**src/rtl/adcrd_pkg.sv**
```systemverilog
package adcrd_pkg;

    localparam int FRAME_BITS = 32;
    localparam int MAG_BITS   = 24;
    localparam int SUB_BITS   = 5;
    localparam int STAT_POS   = FRAME_BITS - 1;
    localparam int DUMMY_POS  = FRAME_BITS - 2;
    localparam int SIGN_POS   = FRAME_BITS - 3;
    localparam int MAG_LSB    = SUB_BITS;

    typedef enum logic [1:0] {
        ST_IDLE  = 2'd0,
        ST_POLL  = 2'd1,
        ST_SHIFT = 2'd2
    } rd_state_e;

    typedef struct packed {
        logic                status;
        logic                sign;
        logic [MAG_BITS-1:0] mag;
        logic [SUB_BITS-1:0] sub;
        logic                err;
    } rd_fields_t;

endpackage

```
**src/rtl/adcrd_sck_gen.sv**
```systemverilog
module adcrd_sck_gen #(
    parameter int SCK_HALF = 2
) (
    input  logic clk,
    input  logic rst_n,
    input  logic run,
    output logic sck,
    output logic rise_stb,
    output logic fall_stb
);
    localparam int CW = (SCK_HALF > 1) ? $clog2(SCK_HALF) : 1;

    typedef struct packed {
        logic [CW-1:0] cnt;
        logic          sck;
    } div_t;

    div_t d, q;
    logic wrap;

    always_comb begin
        d    = q;
        wrap = (q.cnt == CW'(SCK_HALF - 1));
        if (!run) begin
            d.cnt = '0;
            d.sck = 1'b0;
        end else if (wrap) begin
            d.cnt = '0;
            d.sck = ~q.sck;
        end else begin
            d.cnt = q.cnt + 1'b1;
        end
    end

    always_ff @(posedge clk or negedge rst_n) begin
        if (!rst_n) q <= '0;
        else        q <= d;
    end

    assign sck      = q.sck;
    assign rise_stb = run & wrap & ~q.sck;
    assign fall_stb = run & wrap &  q.sck;

endmodule

```
**src/rtl/adcrd_poll_timer.sv**
```systemverilog
module adcrd_poll_timer #(
    parameter int POLL_LIMIT = 1000
) (
    input  logic clk,
    input  logic rst_n,
    input  logic en,
    output logic expired
);
    localparam int CW = $clog2(POLL_LIMIT + 1);

    typedef struct packed {
        logic [CW-1:0] cnt;
    } tmr_t;

    tmr_t d, q;

    always_comb begin
        d = q;
        if (!en) d.cnt = '0;
        else     d.cnt = q.cnt + 1'b1;
    end

    always_ff @(posedge clk or negedge rst_n) begin
        if (!rst_n) q <= '0;
        else        q <= d;
    end

    assign expired = en & (q.cnt == CW'(POLL_LIMIT - 1));

endmodule

```
**src/rtl/adcrd_frame_split.sv**
```systemverilog
module adcrd_frame_split
    import adcrd_pkg::*;
(
    input  logic [FRAME_BITS-1:0] frame,
    output rd_fields_t            fields
);
    always_comb begin
        fields.status = frame[STAT_POS];
        fields.sign   = frame[SIGN_POS];
        fields.mag    = frame[SIGN_POS-1:MAG_LSB];
        fields.sub    = frame[SUB_BITS-1:0];
        fields.err    = frame[DUMMY_POS];
    end

endmodule

```
**src/rtl/adcrd_ctrl.sv**
```systemverilog
module adcrd_ctrl
    import adcrd_pkg::*;
#(
    parameter int CFG_BITS   = 16,
    parameter int SCK_HALF   = 2,
    parameter int POLL_LIMIT = 1000
) (
    input  logic                clk,
    input  logic                rst_n,
    input  logic                start,
    input  logic [CFG_BITS-1:0] cfg_word,
    output logic                busy,
    output logic                timeout,
    output logic                res_valid,
    input  logic                res_ready,
    output logic                res_status,
    output logic                res_sign,
    output logic [MAG_BITS-1:0] res_mag,
    output logic [SUB_BITS-1:0] res_sub,
    output logic                res_frame_err,
    output logic                ser_cs_n,
    output logic                ser_sck,
    output logic                ser_mosi,
    input  logic                ser_miso
);
    localparam int CNT_W = $clog2(FRAME_BITS + 1);

    typedef struct packed {
        rd_state_e             state;
        logic                  cs_n;
        logic [FRAME_BITS-1:0] frame;
        logic [CFG_BITS-1:0]   cfg_sh;
        logic [CNT_W-1:0]      bitcnt;
        logic                  last;
        logic                  valid;
        rd_fields_t            res;
        logic                  tmo;
    } ctl_t;

    ctl_t       d, q;
    logic       run, rise_stb, fall_stb, expired;
    rd_fields_t parsed;

    adcrd_sck_gen #(.SCK_HALF(SCK_HALF)) u_sck (
        .clk      (clk),
        .rst_n    (rst_n),
        .run      (run),
        .sck      (ser_sck),
        .rise_stb (rise_stb),
        .fall_stb (fall_stb)
    );

    adcrd_poll_timer #(.POLL_LIMIT(POLL_LIMIT)) u_tmr (
        .clk     (clk),
        .rst_n   (rst_n),
        .en      (q.state == ST_POLL),
        .expired (expired)
    );

    adcrd_frame_split u_split (
        .frame  (q.frame),
        .fields (parsed)
    );

    assign run = (q.state == ST_SHIFT);

    always_comb begin
        d = q;
        if (q.valid && res_ready) d.valid = 1'b0;
        case (q.state)
            ST_IDLE: begin
                if (start && !q.valid) begin
                    d.state  = ST_POLL;
                    d.cs_n   = 1'b0;
                    d.cfg_sh = cfg_word;
                    d.bitcnt = '0;
                    d.last   = 1'b0;
                    d.tmo    = 1'b0;
                end
            end
            ST_POLL: begin
                if (!ser_miso) begin
                    d.state = ST_SHIFT;
                end else if (expired) begin
                    d.state = ST_IDLE;
                    d.cs_n  = 1'b1;
                    d.tmo   = 1'b1;
                end
            end
            ST_SHIFT: begin
                if (rise_stb) begin
                    d.frame  = {q.frame[FRAME_BITS-2:0], ser_miso};
                    d.bitcnt = q.bitcnt + 1'b1;
                    if (q.bitcnt == CNT_W'(FRAME_BITS - 1)) d.last = 1'b1;
                end
                if (fall_stb) begin
                    if (q.last) begin
                        d.state = ST_IDLE;
                        d.cs_n  = 1'b1;
                        d.valid = 1'b1;
                        d.res   = parsed;
                    end else begin
                        d.cfg_sh = {q.cfg_sh[CFG_BITS-2:0], 1'b0};
                    end
                end
            end
            default: begin
                d.state = ST_IDLE;
                d.cs_n  = 1'b1;
            end
        endcase
    end

    always_ff @(posedge clk or negedge rst_n) begin
        if (!rst_n) begin
            q      <= '0;
            q.cs_n <= 1'b1;
        end else begin
            q <= d;
        end
    end

    assign busy          = (q.state != ST_IDLE);
    assign timeout       = q.tmo;
    assign res_valid     = q.valid;
    assign res_status    = q.res.status;
    assign res_sign      = q.res.sign;
    assign res_mag       = q.res.mag;
    assign res_sub       = q.res.sub;
    assign res_frame_err = q.res.err;
    assign ser_cs_n      = q.cs_n;
    assign ser_mosi      = q.cfg_sh[CFG_BITS-1] & ~q.cs_n;

endmodule

```
**config.mk**
```make
export PLATFORM = sky130hd
export DESIGN_NAME = adcrd_ctrl
export DESIGN_NICKNAME = d
export VERILOG_FILES = /design/src/rtl/adcrd_pkg.sv /design/src/rtl/adcrd_sck_gen.sv /design/src/rtl/adcrd_poll_timer.sv /design/src/rtl/adcrd_frame_split.sv /design/src/rtl/adcrd_ctrl.sv
export SDC_FILE = /design/constraint.sdc
export NUM_CORES = 1
export LEC_CHECK = 0
export ABC_AREA = 0
export BUFFER_PORTS_ARGS = -buffer_cell sky130_fd_sc_hd__buf_4
export CORE_MARGIN = 4
export CORE_UTILIZATION = 30
export DETAILED_ROUTE_END_ITERATION = 8
export PLACE_DENSITY = 0.49
export SKIP_LAST_GASP = 1
export SYNTH_ARGS = -nofsm -noshare
export SYNTH_HDL_FRONTEND = slang
export SYNTH_HIERARCHICAL = 1
export SYNTH_SLANG_ARGS = --single-unit
```
**constraint.sdc**
```tcl
create_clock -name clk -period 3.7 [get_ports clk]
set_input_delay 0.555 -clock clk [delete_from_list [all_inputs] [get_ports clk]]
set_output_delay 0.555 -clock clk [all_outputs]
set_load 0.05 [all_outputs]
```
---- Yosys cells after proc, flatten, opt, wreduce, memory -nomap -nowiden ----
Cells that the tools add are included.
operators by class
  add/subtract/negate cells ............... 3
  multiply operators ...................... 0
  divide/modulo/power cells ............... 0
  magnitude comparators ................... 0
  eq/ne operators ......................... 14
  shift operators ......................... 0
  muxes and demuxes ....................... 25
  bitwise operators ....................... 7
  reduce and logical (&&, ||, !) cells .... 15
operators with widths
  operator                                        count
  two-way mux 33 bit                              3
  one-hot mux 23 bit (2 select lines)             1
  two-way mux 16 bit                              2
  two-way mux 23 bit                              1
  inequality test 2 bit (second input constant)   9
  AND reduction 4 bit                             4
  two-way mux 3 bit                               4
  adder 10 x 1 -> 10 bit (second input constant)  1
  == test 10 bit (second input constant)          1
  two-way mux 10 bit                              1
  one-hot mux 3 bit (3 select lines)              1
  two-way mux 1 bit                               8
  two-way mux 7 bit                               1
  adder 6 x 1 -> 6 bit (second input constant)    1
  == test 6 x 5 -> 1 bit (second input constant)  1
  AND reduction 3 bit                             2
  nonzero test 2 bit                              3
  AND 1 bit                                       5
  AND reduction 5 bit                             1
  two-way mux 2 bit                               2
  inequality test 3 bit (second input constant)   1
  == test 2 x 1 -> 1 bit (second input constant)  1
  == test 2 bit (second input constant)           1
  logical AND 1 bit                               2
  6 further kinds                                 7
storage, ports and cells
  register bits ........................... 104
  latch bits .............................. 0
  RAM bits ................................ 0
  memory bits (read-only) ................. 0
  input bits .............................. 21
  output and inout port bits .............. 38
  logic and storage cells ................. 80
  memories kept ........................... 0

---- Logic depth before layout (Yosys ltp) ----
  word-level depth ........................ 5
  depth in mapped cells ................... 10

---- By module ----
Netlist, hierarchy kept.
modules (own cells, without submodules)
  module             instances  cells an instance  area an instance (um^2)
  adcrd_ctrl         1          274                4011.3
  adcrd_poll_timer   1          47                 479.2
  adcrd_frame_split  1          32                 240.2
  adcrd_sck_gen      1          8                  88.8

---- Worst setup path before layout ----
OpenSTA, ideal clock, no wires.
  kind .................................... register -> register
  start ................................... reg q[90] in the netlist's numbering
  end ..................................... reg q[46] in the netlist's numbering
  library setup time ...................... 0.125 ns
  arrival ................................. 1.818 ns
  required time ........................... 3.575 ns
  setup slack ............................. 1.757 ns
  stages on the path, launching flop included .. 9
  clock period less this slack ............ 1.943 ns
  cells stage by stage .................... dfrtp_1 > nand2b_1 > buf_2 > inv_2 > and3_2 > nand2b_1 > o21ai_4 > buf_12 > mux2_4
on the way
  word-level cells in the longest chain between the ends .. 5
ends and longest elaborated chain
  element                                 line                 source
  start: declaration                      adcrd_ctrl.sv:40     ctl_t d, q;
  == test 2 bit                           adcrd_ctrl.sv:65     assign run = (q.state == ST_SHIFT);
  AND 1 bit (2 in series)                 adcrd_sck_gen.sv:42  assign fall_stb = run & wrap & q.sck;
  named net fall_stb                      adcrd_ctrl.sv:41     logic run, rise_stb, fall_stb, expired;
  inequality test 2 bit (no source line)  n/a
  AND reduction 4 bit (no source line)    n/a
The timed path passes the listed nets, and every way through them passes these cells.
A chain may end at the register's enable or synchronous reset.

---- Worst setup path after layout ----
  start ................................... reg q[91] in the netlist's numbering
  end ..................................... reg q[59] in the netlist's numbering
on the way
  word-level cells in the longest chain between the ends .. 4
ends and longest elaborated chain
  element                               line                 source
  == test 2 bit                         adcrd_ctrl.sv:65
  AND 1 bit (2 in series)               adcrd_sck_gen.sv:41  assign rise_stb = run & wrap & ~q.sck;
  named net rise_stb                    adcrd_ctrl.sv:41
  AND reduction 2 bit (no source line)  n/a
The timed path passes the listed nets, and every way through them passes these cells.

==> key figures <==
Yosys
  • Post-synth ARST share: 100.0%
  • Sequential share of the synthesized area: between 50% and 60%
  • Average cell area after synthesis: 13.35 um^2
  • Post-synth EDFFs: 0
  • Area of the mapped netlist: 0.004820 mm^2
  • Top FF cell, synth: dfrtp_1
  • Cell count after synthesis: roughly 360
  • Synth warn: 6
  • Seq cells post-synth: 104
  • Yosys cell types: 39
  • Syn nets: 384

Hold path
  • Hold crit path type: primary input to asynchronous set/reset pin

Routing
  • Vias per cell: 4.401
  • Post-route antenna net violation count: 0
  • Routed vias: ~2,600
  • Iteration-0 DRC Markers: 124
  • Avg WL per Cell: 14.65 um
  • DR DRC count: 0
  • DR pass1 iterations: 4
  • Routed wire length: 8541 um

Pwr
  • Clk pwr share: 33.8%
  • Switching share of total power: between 20% and 30%
  • Logic gate share of total power: 20.5%
  • Power Density: 565.5 mW/mm^2
  • Max VDD drop: between 200 and 300 uV
  • NetSw: slightly above 0.8 mW
  • Int Pwr: about 2.2 mW
  • Leak: 2.597 nW
  • Seq pwr share: a little under half

Die
  • Initial core utilization: 30.45%
  • Ports: 59
  • Core Area: between 0.015 and 0.02 mm^2
  • Die footprint: 0.01816 mm^2
  • Die width: 134.8 um
  • Die H: 134.8 um
  • Rows: 46

Place
  • I/O Buffers: just under 60
  • Gp weighted congestion: 0.7520
  • Pre-CTS WS: 1.091 ns
  • HPWL after DPL: 5791 um
  • Dpl cells: ~570

GRT
  • Initial antenna violation count: 0
  • Vias in the first global route: around 2,700
  • Largest net degree at the start of global routing: 47
  • Total Routing Usage GR: 9.927%
  • First-pass GRT wire length: 14,190 um
  • Congestion Overflow GR: 0

Clocking
  • CTS Buffer Depth: 2
  • CTS tree: yes
  • Setup repair bufs after CTS: 0
  • CTS H-tree depth: 3
  • Clk root buf: clkbuf_16
  • Post-CTS resize count: 0
  • Num CTS Buffers: 9
  • Clock slew at reported path FFs: 0.07 ns
  • Clk_lat worst skew: between 0.3 and 0.4 ns
  • Post-CTS Hold Buffers: 0
  • CTS sink count: 104

Timing
  • Fin Setup TNS: 0 ns
  • Final Hold Viols: 0
  • Relative slew slack: 53.24%
  • Setup-failing EPs final: 0
  • PnR worst setup slack: 1.123 ns
  • Worst Skew: 0.006208 ns
  • Tcrit/Tclk final: between 60 and 70%
  • Final Critical Period: 2.577 ns
  • Final Max Slew Viols: 0
  • Max Freq: ~390 MHz
  • Slew at the pin with the worst max-slew slack: 0.6994 ns
  • RSZ-0062 raised after global routing: false

Cells and area
  • Final non-filler cell total: 583
  • Antenna Cells: 0
  • Fraction of layout cells with a size suffix above 1: 50.14%
  • Nets: 385
  • Area Growth Syn to Fin: 11.21%

Worst setup path
  • Kind of critical path: register to register
  • Slowest CP cell: dfrtp_1
  • Worst path required time: 3.93 ns
  • Critical Path Sink Type: register
  • Crit path DAT: between 2 and 3 ns
  • Setup crit start kind: register
  • Crit-path max cell delay: 0.53 ns
  • Worst Path Max Fanout: 28
  • Worst-path cell chain: nand2b_1, buf_4, inv_2, nand2_1, nor2_1, nand3b_1, buf_12, mux2_2
  • CP top delay family: simple AND/OR/NAND/NOR gates
  • WP buf/inv: 3

Flow run
  • Max-capacitance violation count: 0

Run status
  • Status: completed
## layout make-up
type,count,area (um^2)
tap,216,270.3
multi-input combinational,178,1657
inverter,6,22.52
timing repair buffer,63,485.5
clock buffer,10,239.0
clock inverter,6,82.58
fill,1552,10470
sequential,104,2604
## synthesized netlist by cell type, types with 2 or more instances
library cell / n / area share [%]
nand2_1: 11 / 0.86
buf_4: 61 / 9.5
nor2_1: 5 / 0.39
clkbuf_1: 2 / 0.16
nand2b_1: 3 / 0.39
nand4_1: 2 / 0.26
a21oi_1: 4 / 0.42
mux2_4: 10 / 3.1
buf_2: 8 / 0.83
nor2b_1: 3 / 0.39
and2_1: 3 / 0.39
mux2_2: 85 / 20
o31ai_1: 8 / 1.2
nand4b_1: 3 / 0.55
dfrtp_1: 103 / 53
xnor2_1: 2 / 0.36
ha_1: 2 / 0.52
nand3_2: 2 / 0.42
o21ai_0: 5 / 0.52
or4_1: 4 / 0.62
nand3_1: 8 / 0.83
xor2_1: 3 / 0.55
inv_1: 5 / 0.39
o211ai_1: 4 / 0.62
## metrics by stage
| step | total power [mW] | cell area [um^2] | hold slack [ns] | util [%] |
|---|---|---|---|---|
| finish | 3.031 | 5360 | 0.2154 | 33.87 |
| global placement | 2.019 | 5039 | 0.4653 | 31.83 |
| global route | 3.195 | 5360 | 0.2573 | 33.87 |
| CTS | 3.089 | 5360 | 0.2340 | 33.87 |
| floorplan | 1.909 | 4820 | 0.2594 | - |
| detailed placement | 2.036 | 5039 | 0.4649 | 31.83 |
## registers in the layout, indices dropped and copies added, names as in the netlist, 5 cells and up
name and count:
q 57, res_mag 24, res_sub 5, u_tmr/q 10
## placed cells by master (no fill, tap or decap), types with 3 or more instances in the layout
| cell | count |
|---|---|
| dfrtp_1 | 103 |
| mux2_2 | 85 |
| buf_4 | 62 |
| nand2_1 | 11 |
| mux2_4 | 10 |
| clkbuf_16 | 9 |
| nand3_1 | 8 |
| o31ai_1 | 8 |
| inv_1 | 5 |
| o21ai_0 | 5 |
| nor2_1 | 5 |
| o211ai_1 | 4 |
| a21oi_1 | 4 |
| or4_1 | 4 |
| nand2b_1 | 3 |
| nor2b_1 | 3 |
| nand4b_1 | 3 |
| and2_1 | 3 |
| clkinv_2 | 3 |
| xor2_1 | 3 |
## cell families after synthesis
kind of cell / synth area share (%)
AO/OA/AOI/OAI: 3.687
XOR/XNOR: 0.9088
adder cells (fa/ha/maj): 0.5191
buffers and inverters: 11.60
flip-flops: 54.02
multiplexers: 22.98
AND/OR/NAND/NOR: 6.283
## power by group through the flow
| stage | logic, mW | registers [mW] | clock network, mW |
|---|---|---|---|
| after global routing | 0.676 | 1.41 | 1.11 |
| after detailed placement | 0.630 | 1.41 | 0 |
| final | 0.622 | 1.38 | 1.02 |
| after CTS | 0.633 | 1.38 | 1.07 |
| after floorplan | 0.516 | 1.39 | 0 |
| after global placement | 0.621 | 1.40 | 0 |
## worst paths after layout
kind / startpoint / to / slack [ns] / cells past startpoint
worst max-delay path: q[91] / q[59] / 1.12 / 8
worst min-delay path: rst_n / res_mag[19] / 0.22 / 1
worst max register to register: q[91] / q[59] / 1.12 / 8
worst min register to register: u_tmr/q[0] / u_tmr/q[0] / 0.47 / 1
max in group asynchronous: rst_n / res_mag[5] / 2.57 / 2
min in group clk: res_ready / res_valid / 0.39 / 2
## routing by layer
layer  vias to the layer above  share of wire [%]  global-route usage [%]
li1                       1199                  -                       -
met1                      1304                 47                   12.64
met2                        56                 47                   15.73
met3                         7                5.4                   3.987
met4                         0               0.98                   2.715
met5                         -                  0                       0
No activity file was read; power rests on OpenSTA's default activity.
